--- src/rtl/cx_pkg.sv ---
package cx_pkg;
    parameter int unsigned XW   = 32;  // normal instruction width
    parameter int unsigned HW   = 16;  // compressed instruction width
    parameter int unsigned OPW  = 7;   // compressed opcode width
    parameter int unsigned FW   = 3;   // compressed register field width
    parameter int unsigned RW   = 4;   // normal register field width
    parameter int unsigned MAJW = 8;   // normal major opcode width
    parameter int unsigned IMMW = 12;  // normal immediate width

    localparam int unsigned EXTW = IMMW - FW;  // prefix bits stored
    localparam int unsigned AW   = HW - OPW;   // argument bits after opcode

    typedef enum logic [3:0] {
        F_REG3, F_IMM, F_ADD2, F_ADD4, F_MOVE, F_NOP, F_EXT, F_SWITCH, F_ILL
    } form_e;

    typedef enum logic [1:0] {K_EMIT, K_NOP, K_EXT, K_SWITCH} kind_e;

    typedef struct packed {
        logic            cmode;
        logic            hsel;
        logic            ext_vld;
        logic [EXTW-1:0] ext_bits;
        logic            ovld;
        logic [XW-1:0]   oinsn;
    } state_t;

    localparam logic [XW-1:0]   ENTER_WORD = 32'hF000_0000;
    localparam logic [OPW-1:0]  OP_NOP  = 7'h00;
    localparam logic [OPW-1:0]  OP_ADD  = 7'h01;
    localparam logic [OPW-1:0]  OP_SUB  = 7'h02;
    localparam logic [OPW-1:0]  OP_AND  = 7'h03;
    localparam logic [OPW-1:0]  OP_ADDI = 7'h04;
    localparam logic [OPW-1:0]  OP_LOAD = 7'h05;
    localparam logic [OPW-1:0]  OP_ADD2 = 7'h06;
    localparam logic [OPW-1:0]  OP_ADD4 = 7'h07;
    localparam logic [OPW-1:0]  OP_MOVE = 7'h7D;
    localparam logic [OPW-1:0]  OP_EXT  = 7'h7E;
    localparam logic [OPW-1:0]  OP_SWCH = 7'h7F;

    localparam logic [MAJW-1:0] MJ_ADD  = 8'h10;
    localparam logic [MAJW-1:0] MJ_SUB  = 8'h11;
    localparam logic [MAJW-1:0] MJ_AND  = 8'h12;
    localparam logic [MAJW-1:0] MJ_ADDI = 8'h20;
    localparam logic [MAJW-1:0] MJ_LOAD = 8'h21;
    localparam logic [MAJW-1:0] MJ_MOVE = 8'h30;
    localparam logic [MAJW-1:0] MJ_ILL  = 8'hFF;
    localparam logic [IMMW-1:0] IMP_IMM = 12'd4;
endpackage

--- src/rtl/cx_lut.sv ---
module cx_lut
    import cx_pkg::*;
(
    input  logic [OPW-1:0]  op,
    output form_e           form,
    output logic [MAJW-1:0] maj
);
    always_comb begin
        form = F_ILL;
        maj  = MJ_ILL;
        case (op)
            OP_NOP:  begin form = F_NOP;    maj = '0;      end
            OP_ADD:  begin form = F_REG3;   maj = MJ_ADD;  end
            OP_SUB:  begin form = F_REG3;   maj = MJ_SUB;  end
            OP_AND:  begin form = F_REG3;   maj = MJ_AND;  end
            OP_ADDI: begin form = F_IMM;    maj = MJ_ADDI; end
            OP_LOAD: begin form = F_IMM;    maj = MJ_LOAD; end
            OP_ADD2: begin form = F_ADD2;   maj = MJ_ADD;  end
            OP_ADD4: begin form = F_ADD4;   maj = MJ_ADDI; end
            OP_MOVE: begin form = F_MOVE;   maj = MJ_MOVE; end
            OP_EXT:  begin form = F_EXT;    maj = '0;      end
            OP_SWCH: begin form = F_SWITCH; maj = '0;      end
            default: begin form = F_ILL;    maj = MJ_ILL;  end
        endcase
    end
endmodule

--- src/rtl/cx_halfexp.sv ---
module cx_halfexp
    import cx_pkg::*;
(
    input  logic [HW-1:0]   unit,
    input  logic            ext_vld,
    input  logic [EXTW-1:0] ext_bits,
    output kind_e           kind,
    output logic [XW-1:0]   insn
);
    localparam int unsigned PADW = RW - FW;

    form_e           form;
    logic [MAJW-1:0] maj;
    logic [RW-1:0]   rx, ry, rz, mv_d, mv_s;
    logic [IMMW-1:0] imm_z;

    cx_lut u_lut (.op(unit[HW-1 -: OPW]), .form(form), .maj(maj));

    // widen the three short fields; the move form reads two full fields
    assign rx    = {{PADW{1'b0}}, unit[3*FW-1 -: FW]};
    assign ry    = {{PADW{1'b0}}, unit[2*FW-1 -: FW]};
    assign rz    = {{PADW{1'b0}}, unit[FW-1:0]};
    assign mv_d  = unit[AW-1 -: RW];
    assign mv_s  = unit[AW-1-RW -: RW];
    assign imm_z = ext_vld ? {ext_bits, unit[FW-1:0]}
                           : {{EXTW{1'b0}}, unit[FW-1:0]};

    always_comb begin
        kind = K_EMIT;
        insn = {MJ_ILL, {(XW-MAJW){1'b0}}};
        case (form)
            F_REG3:   insn = {maj, {IMMW{1'b0}}, rx, ry, rz};
            F_IMM:    insn = {maj, imm_z, rx, ry, {RW{1'b0}}};
            F_ADD2:   insn = {maj, {IMMW{1'b0}}, rx, ry, ry};
            F_ADD4:   insn = {maj, IMP_IMM, rx, rx, {RW{1'b0}}};
            F_MOVE:   insn = {maj, {IMMW{1'b0}}, mv_d, mv_s, {RW{1'b0}}};
            F_NOP:    kind = K_NOP;
            F_EXT:    kind = K_EXT;
            F_SWITCH: kind = K_SWITCH;
            default:  insn = {maj, {(XW-MAJW){1'b0}}};
        endcase
    end
endmodule

--- src/rtl/cx_expander.sv ---
module cx_expander
    import cx_pkg::*;
(
    input  logic          clk,
    input  logic          rst_n,
    input  logic          fetch_valid,
    input  logic [XW-1:0] fetch_word,
    output logic          fetch_ready,
    output logic          out_valid,
    output logic [XW-1:0] out_insn,
    input  logic          out_ready
);
    state_t        st_d, st_q;
    logic [HW-1:0] cur_unit;
    kind_e         hk;
    logic [XW-1:0] hinsn;
    logic          cmode_w;

    assign cur_unit = st_q.hsel ? fetch_word[XW-1 -: HW] : fetch_word[HW-1:0];

    cx_halfexp u_half (
        .unit(cur_unit), .ext_vld(st_q.ext_vld), .ext_bits(st_q.ext_bits),
        .kind(hk), .insn(hinsn)
    );

    always_comb begin
        st_d        = st_q;
        fetch_ready = 1'b0;
        if (out_ready) begin
            st_d.ovld = 1'b0;
            if (fetch_valid) begin
                if (!st_q.cmode) begin
                    fetch_ready = 1'b1;
                    if (fetch_word == ENTER_WORD) begin
                        st_d.cmode = 1'b1;
                        st_d.hsel  = 1'b0;
                    end else begin
                        st_d.ovld  = 1'b1;
                        st_d.oinsn = fetch_word;
                    end
                end else if (hk == K_SWITCH) begin
                    // the rest of the word is dropped; normal starts aligned
                    fetch_ready    = 1'b1;
                    st_d.cmode     = 1'b0;
                    st_d.hsel      = 1'b0;
                    st_d.ext_vld   = 1'b0;
                end else begin
                    if (hk == K_EXT) begin
                        st_d.ext_vld  = 1'b1;
                        st_d.ext_bits = cur_unit[EXTW-1:0];
                    end else if (hk == K_EMIT) begin
                        st_d.ovld     = 1'b1;
                        st_d.oinsn    = hinsn;
                        st_d.ext_vld  = 1'b0;
                    end
                    fetch_ready = st_q.hsel;
                    st_d.hsel   = ~st_q.hsel;
                end
            end
        end
    end

    always_ff @(posedge clk) begin
        if (!rst_n) st_q <= '0;
        else        st_q <= st_d;
    end

    assign out_valid = st_q.ovld;
    assign out_insn  = st_q.oinsn;
    assign cmode_w   = st_q.cmode;
endmodule

--- config.mk ---
export PLATFORM = sky130hd
export DESIGN_NAME = cx_expander
export DESIGN_NICKNAME = d
export VERILOG_FILES = /design/src/rtl/cx_pkg.sv /design/src/rtl/cx_lut.sv /design/src/rtl/cx_halfexp.sv /design/src/rtl/cx_expander.sv
export SDC_FILE = /design/constraint.sdc
export NUM_CORES = 1
export LEC_CHECK = 0
export ABC_AREA = 1
export BUFFER_PORTS_ARGS = -buffer_cell sky130_fd_sc_hd__buf_2
export CAP_MARGIN = 20
export CORE_MARGIN = 5
export CORE_UTILIZATION = 30
export CTS_CLUSTER_DIAMETER = 40
export CTS_CLUSTER_SIZE = 40
export DETAILED_ROUTE_END_ITERATION = 6
export PLACE_DENSITY_LB_ADDON = 0.12
export SLEW_MARGIN = 20
export SYNTH_ARGS = -nofsm -noshare
export SYNTH_HDL_FRONTEND = slang
export SYNTH_SLANG_ARGS = --single-unit
--- constraint.sdc ---
create_clock -name clk -period 2 [get_ports clk]
set_clock_uncertainty 0.1 [all_clocks]
set_input_delay 0 -clock clk [delete_from_list [all_inputs] [get_ports clk]]
set_output_delay 0 -clock clk [all_outputs]
set_load 0.05 [all_outputs]
==> flow_summary.toml, run 1 <==
[status]
outcome = "finished clean"

[grt]
antenna_found_initial = 1
grt_pass1_vias = 3315
grt_max_degree = 25
grt_pass1_wl_microns = 17600
overflow = 0
track_usage = 0.171

[power]
leakagePower_nw = 1.98
fin_total_pwr_w = 0.00224
power_density_mw_per_mm2 = 556
peakVddDrop_mv = 0.269

[sta]
rsz0062_at_grt = "yes"
max_slew_margin = 0.667
finalSetupViolations = 0
fin_crit_ns = 1.93
fin_setup_tns_ns = 0
fmax_mhz = 518
fin_ws_ns = 0.0696
period_share = 0.965
slew_violations = 0
hold_viol_final = 0
worst_slew_pin_slew_ns = 0.500

[logic_synthesis]
synth_seq_cells = 45
yosys_warnings = 0
yosysUniqueCellTypes = 26
synth.cell_area_sq_mm = 0.00320
synth.avg_cell_area_sq_um = 6.09
syn_nets = 561
ys_seq_area_frac = 0.282
syn_inst = 525

[floorplan]
initial_core_util = 0.308
die-width_microns = 113
ios = 70
dieArea_sq_mm = 0.0128
die_h_microns = 113
core_area_sq_mm = 0.0104
rows = 37

[setup_path]
r2r_cells = 12
crit_fanout = 7
r2r_setup_slack_ns = 0.11
required_ns = 1.90
startpoint = "st_q[43]"
worstSetupPathType = "reg -> out"
start_kind = "register"
critPathCaptureType = "primary output"
r2r-start = "st_q[43]"
cp_data_arrival_time_ns = 1.83
endpoint = "fetch_ready"
r2r_end = "out_insn[14]"

[placed_design]
numPortBuffers = 69
gp_congestion = 0.940
dp_slack_ns = 0.0398
hpwl_microns = 8810
placed_cells = 716

[cells_and_area]
stdcell_count = 736
n_fill_cell = 1173
area_delta_synth_final_pct = 25.9
fin_nets = 635
n_antenna_cell = 0
final_common_cell = "nand2_1"
layout.area.seq_sq_um = 906
final_cell_mix = "118 x nand2_1, 68 x buf_2, 66 x nor2_1"
drive_gt1_frac = 0.290
multiInputGateArea_sq_mm = 0.00177

[clocking]
cts_root_buffer = "clkbuf_8"
clockBufferDepth = 2
htreeDepth = 2
clk_latency_ns = 0.30
cts_tree = "yes"
cts_num_sinks = 45
clkSlewWorstSetupHoldPaths_ns = 0.09
numCtsBuffers = 5

[flow_run]
cap_viol_max_count = 0

[route]
ant_nets = 0
drc_errors = 0
viasPerCell = 4.62
first_pass_iters = 4
drt_first_iter_violations = 189
via_count = 3400
routedWlPerCell_microns = 14.9
drt-total-wl_microns = 11000

[hold_path]
hp-class = "in -> reg"
holdPathStages = 5
==> state kept, by name, indices dropped and copies added, names as in the netlist <==
register   count
out_insn      32
cmode_w        1
out_valid      1
st_q          11
==> worst max-delay path, stage by stage (launching register included) <==
cell and delay (ns):
dfxtp_4 0.40, buf_6 0.13, nand2_2 0.06, nand2_4 0.07, inv_2 0.04, nor2_4 0.15
nand2_4 0.08, buf_6 0.12, nor2_2 0.07, nor2_1 0.06, nand2_1 0.07, nand2_1 0.05
inv_2 0.08, buf_8 0.14
==> power breakdown <==
part	leakage [nW]	internal, W	total [W]	switching [W]
Combinational	1.55	0.000172	0.000562	0.000390
Clock	0.0585	0.000408	0.000723	0.000315
Sequential	0.370	0.000936	0.000955	0.0000187
==> cell type report <==
| class | count | share of cell area |
|---|---|---|
| clock buffer | 7 | 0.0214 |
| clock inverter | 1 | 0.00746 |
| inverter | 65 | 0.0637 |
| multi-input combinational | 363 | 0.438 |
| sequential | 45 | 0.225 |
| tap | 136 | 0.0423 |
| timing repair buffer | 119 | 0.202 |
==> per-stage QoR <==
stage	hold WS, ns	instance area, sq um	utilization
final	0.0297	4030	0.388
after global routing	0.0677	4030	0.388
after CTS	0.0281	3890	0.375
after detailed placement	0.195	3670	0.354
after global placement	0.193	3670	0.354
after floorplan	0.0384	3200	-
==> worst min-delay path by stage <==
stage                               to  slack [ns]            from
after floorplan               st_q[38]        0.04           rst_n
after detailed placement     out_valid        0.20       out_ready
after global routing       out_insn[5]        0.07   fetch_word[5]
after global placement       out_valid        0.19       out_ready
after CTS                  out_insn[5]        0.03   fetch_word[5]
final                     out_insn[23]        0.03  fetch_word[23]
==> synth_stat cells <==
master	instances	area share
nand3_2	2	0.0063
o21a_1	1	0.0023
or2_2	1	0.0020
clkbuf_1	6	0.0070
nand2_2	14	0.027
a21oi_1	34	0.053
o21ai_0	48	0.075
nand3b_1	1	0.0023
inv_2	3	0.0035
a21oi_2	2	0.0055
nor2_4	2	0.0070
buf_6	7	0.025
dfxtp_1	45	0.28
nand3_1	32	0.050
nor3_1	5	0.0078
buf_2	6	0.0094
nand2_1	127	0.15
o31ai_1	3	0.0070
nand4_1	3	0.0059
inv_1	62	0.073
o21ai_1	10	0.016
nor2_2	2	0.0039
nor2_8	1	0.0063
buf_4	34	0.080
nand2_4	3	0.011
nor2_1	71	0.083
==> cell families after synthesis <==
group                  synth area share
AND/OR/NAND/NOR                   0.362
buffers and inverters             0.197
AO/OA/AOI/OAI                     0.159
flip-flops                        0.282
==> repair_timing <==
item / CTS / global route
setup buffers: 0 / 3
hold endpoints to repair: 15 / 0
pin swaps: 1 / 9
hold buffers: 8 / 0
resized for setup: 9 / 46
setup endpoints to repair: 1 / 35
cloned: 0 / 1
==> routing by layer <==
| layer | vias to the layer above | track usage | wire (microns) |
|---|---|---|---|
| met5 | - | 0 | 7 |
| met4 | 2 | 0.0577 | 144 |
| met3 | 10 | 0.0283 | 366 |
| met2 | 65 | 0.263 | 4980 |
| met1 | 1552 | 0.243 | 5500 |
| li1 | 1771 | - | - |
No activity file was read; power rests on OpenSTA's default activity.
==> inputs of run 2 (changes only) <==
CORE_ASPECT_RATIO = 1.5   (was unset)
==> flow_summary.toml, run 2 (synthesis results as in run 1) <==
[sta]
fmax_mhz = 515
hold_viol_final = 0
worst_slew_pin_slew_ns = 0.508
rsz0062_at_grt = "yes"
fin_crit_ns = 1.94
period_share = 0.970
finalSetupViolations = 0
slew_violations = 0
worst_hold_slack_ns = 0.00860
max_slew_margin = 0.661

[cells_and_area]
n_fill_cell = 1135
n_antenna_cell = 0
stdcell_count = 740
final_common_cell = "nand2_1"
area_delta_synth_final_pct = 33.7
fin_nets = 631
drive_gt1_frac = 0.315
final_cell_mix = "112 x nand2_1, 68 x buf_2, 63 x nor2_1"
largest_reg_flops = 32

[setup_path]
crit_fanout = 10
critPathTopFamily = "simple AND/OR/NAND/NOR gates"
start_kind = "register"
critPathBufInv = 2
cpMostUsedCell = "nand2_4"
worstSetupPathType = "reg -> reg"
slowest_stage = "dfxtp_4"
critPathCaptureType = "register"
r2r_setup_slack_ns = 0.06
cp_data_arrival_time_ns = 2.06
critPathMaxStageDelay_ns = 0.44
path_cells = "buf_8 -> nand2_1 -> nand2_2 -> nand2_4 -> nor2_8 -> nand2_4 -> nand3_4 -> nand2_4 -> nand2_8 -> clkbuf_16 -> nor2_1 -> a21oi_1"
required_ns = 2.12

[grt]
antenna_found_initial = 0
grt_max_degree = 34
track_usage = 0.172
overflow = 0
grt_pass1_wl_microns = 17000
grt_pass1_vias = 3319

[floorplan]
dieArea_sq_mm = 0.0129
die_h_microns = 136
ios = 70
rows = 46
initial_core_util = 0.304
die-width_microns = 94.3
core_area_sq_mm = 0.0105

[placed_design]
gp_congestion = 0.884
hpwl_microns = 8770
placed_cells = 711
numPortBuffers = 69

[route]
viasPerCell = 4.69
drc_errors = 0
drt_first_iter_violations = 172
ant_nets = 0
routedWlPerCell_microns = 15.2
first_pass_iters = 4
drt-total-wl_microns = 11300
via_count = 3470

[clocking]
cts_num_sinks = 45
clockBufferDepth = 2
clkSlewWorstSetupHoldPaths_ns = 0.07
htreeDepth = 2
cts_root_buffer = "clkbuf_16"
clk_latency_ns = 0.29
numCtsBuffers = 5
cts_tree = "yes"

[status]
outcome = "finished clean"

[power]
power_density_mw_per_mm2 = 586
peakVddDrop_mv = 0.332
leakagePower_nw = 2.11

[hold_path]
hp-class = "in -> reg"

[flow_run]
cap_viol_max_count = 0
## run 2: worst min-delay path, delay by kind of cell
family / cells / cell delay (ns)
simple gates: 4 / 0.23
buf+inv: 1 / 0.13
## run 2: cell type report
type | count | area [sq um] | share of cell area
repair buffers | 115 | 867 | 0.203
inverters | 65 | 259 | 0.0606
clock inverters | 2 | 38.8 | 0.00907
well taps | 144 | 180 | 0.0421
multi-input cells | 363 | 1900 | 0.444
flip-flops and latches | 45 | 905 | 0.212
clock buffers | 6 | 129 | 0.0301
## run 2: power breakdown
part | switching [W] | internal, W
clock | 0.000370 | 0.000593
combinational | 0.000400 | 0.000187
sequential | 0.0000184 | 0.000937
## run 2: per-layer routing
| metal | vias to the layer above | wire length [microns] | GRT usage |
|---|---|---|---|
| li1 | 1764 | - | - |
| met1 | 1586 | 4420 | 0.194 |
| met2 | 94 | 5840 | 0.312 |
| met3 | 26 | 580 | 0.0288 |
| met4 | 0 | 441 | 0.0779 |
| met5 | - | 0 | 0 |
## run 2: stage by stage
stage                     TNS, ns  instance area, sq um  power (W)   util  setup slack [ns]
after floorplan                 0                  3200    0.00138      -             0.201
after global placement    -0.0452                  3590    0.00150  0.341           -0.0275
after detailed placement   -0.157                  3590    0.00150  0.341           -0.0586
after CTS                 -0.0126                  3800    0.00248  0.361          -0.00946
after global routing       -0.264                  4280    0.00263  0.406           -0.0480
final                           0                  4280    0.00251  0.406            0.0592
## run 2: path summary, 6_finish.rpt
kind / startpoint / to / depth (start not counted)
worst max-delay path: st_q[43] / out_insn[8] / 12
worst min-delay path: fetch_word[2] / out_insn[2] / 5
worst max register to register: st_q[43] / out_insn[8] / 12
worst min register to register: st_q[34] / st_q[34] / 2
## run 2: repair_timing
item                                    4_1_cts  5_1_grt
gates cloned                                  0        5
endpoints found under the setup margin       17       31
pin swaps                                     0       29
resized for setup                             3       91
setup buffers                                 0       13
endpoints found under the hold margin         4        0
hold buffers                                  3        0
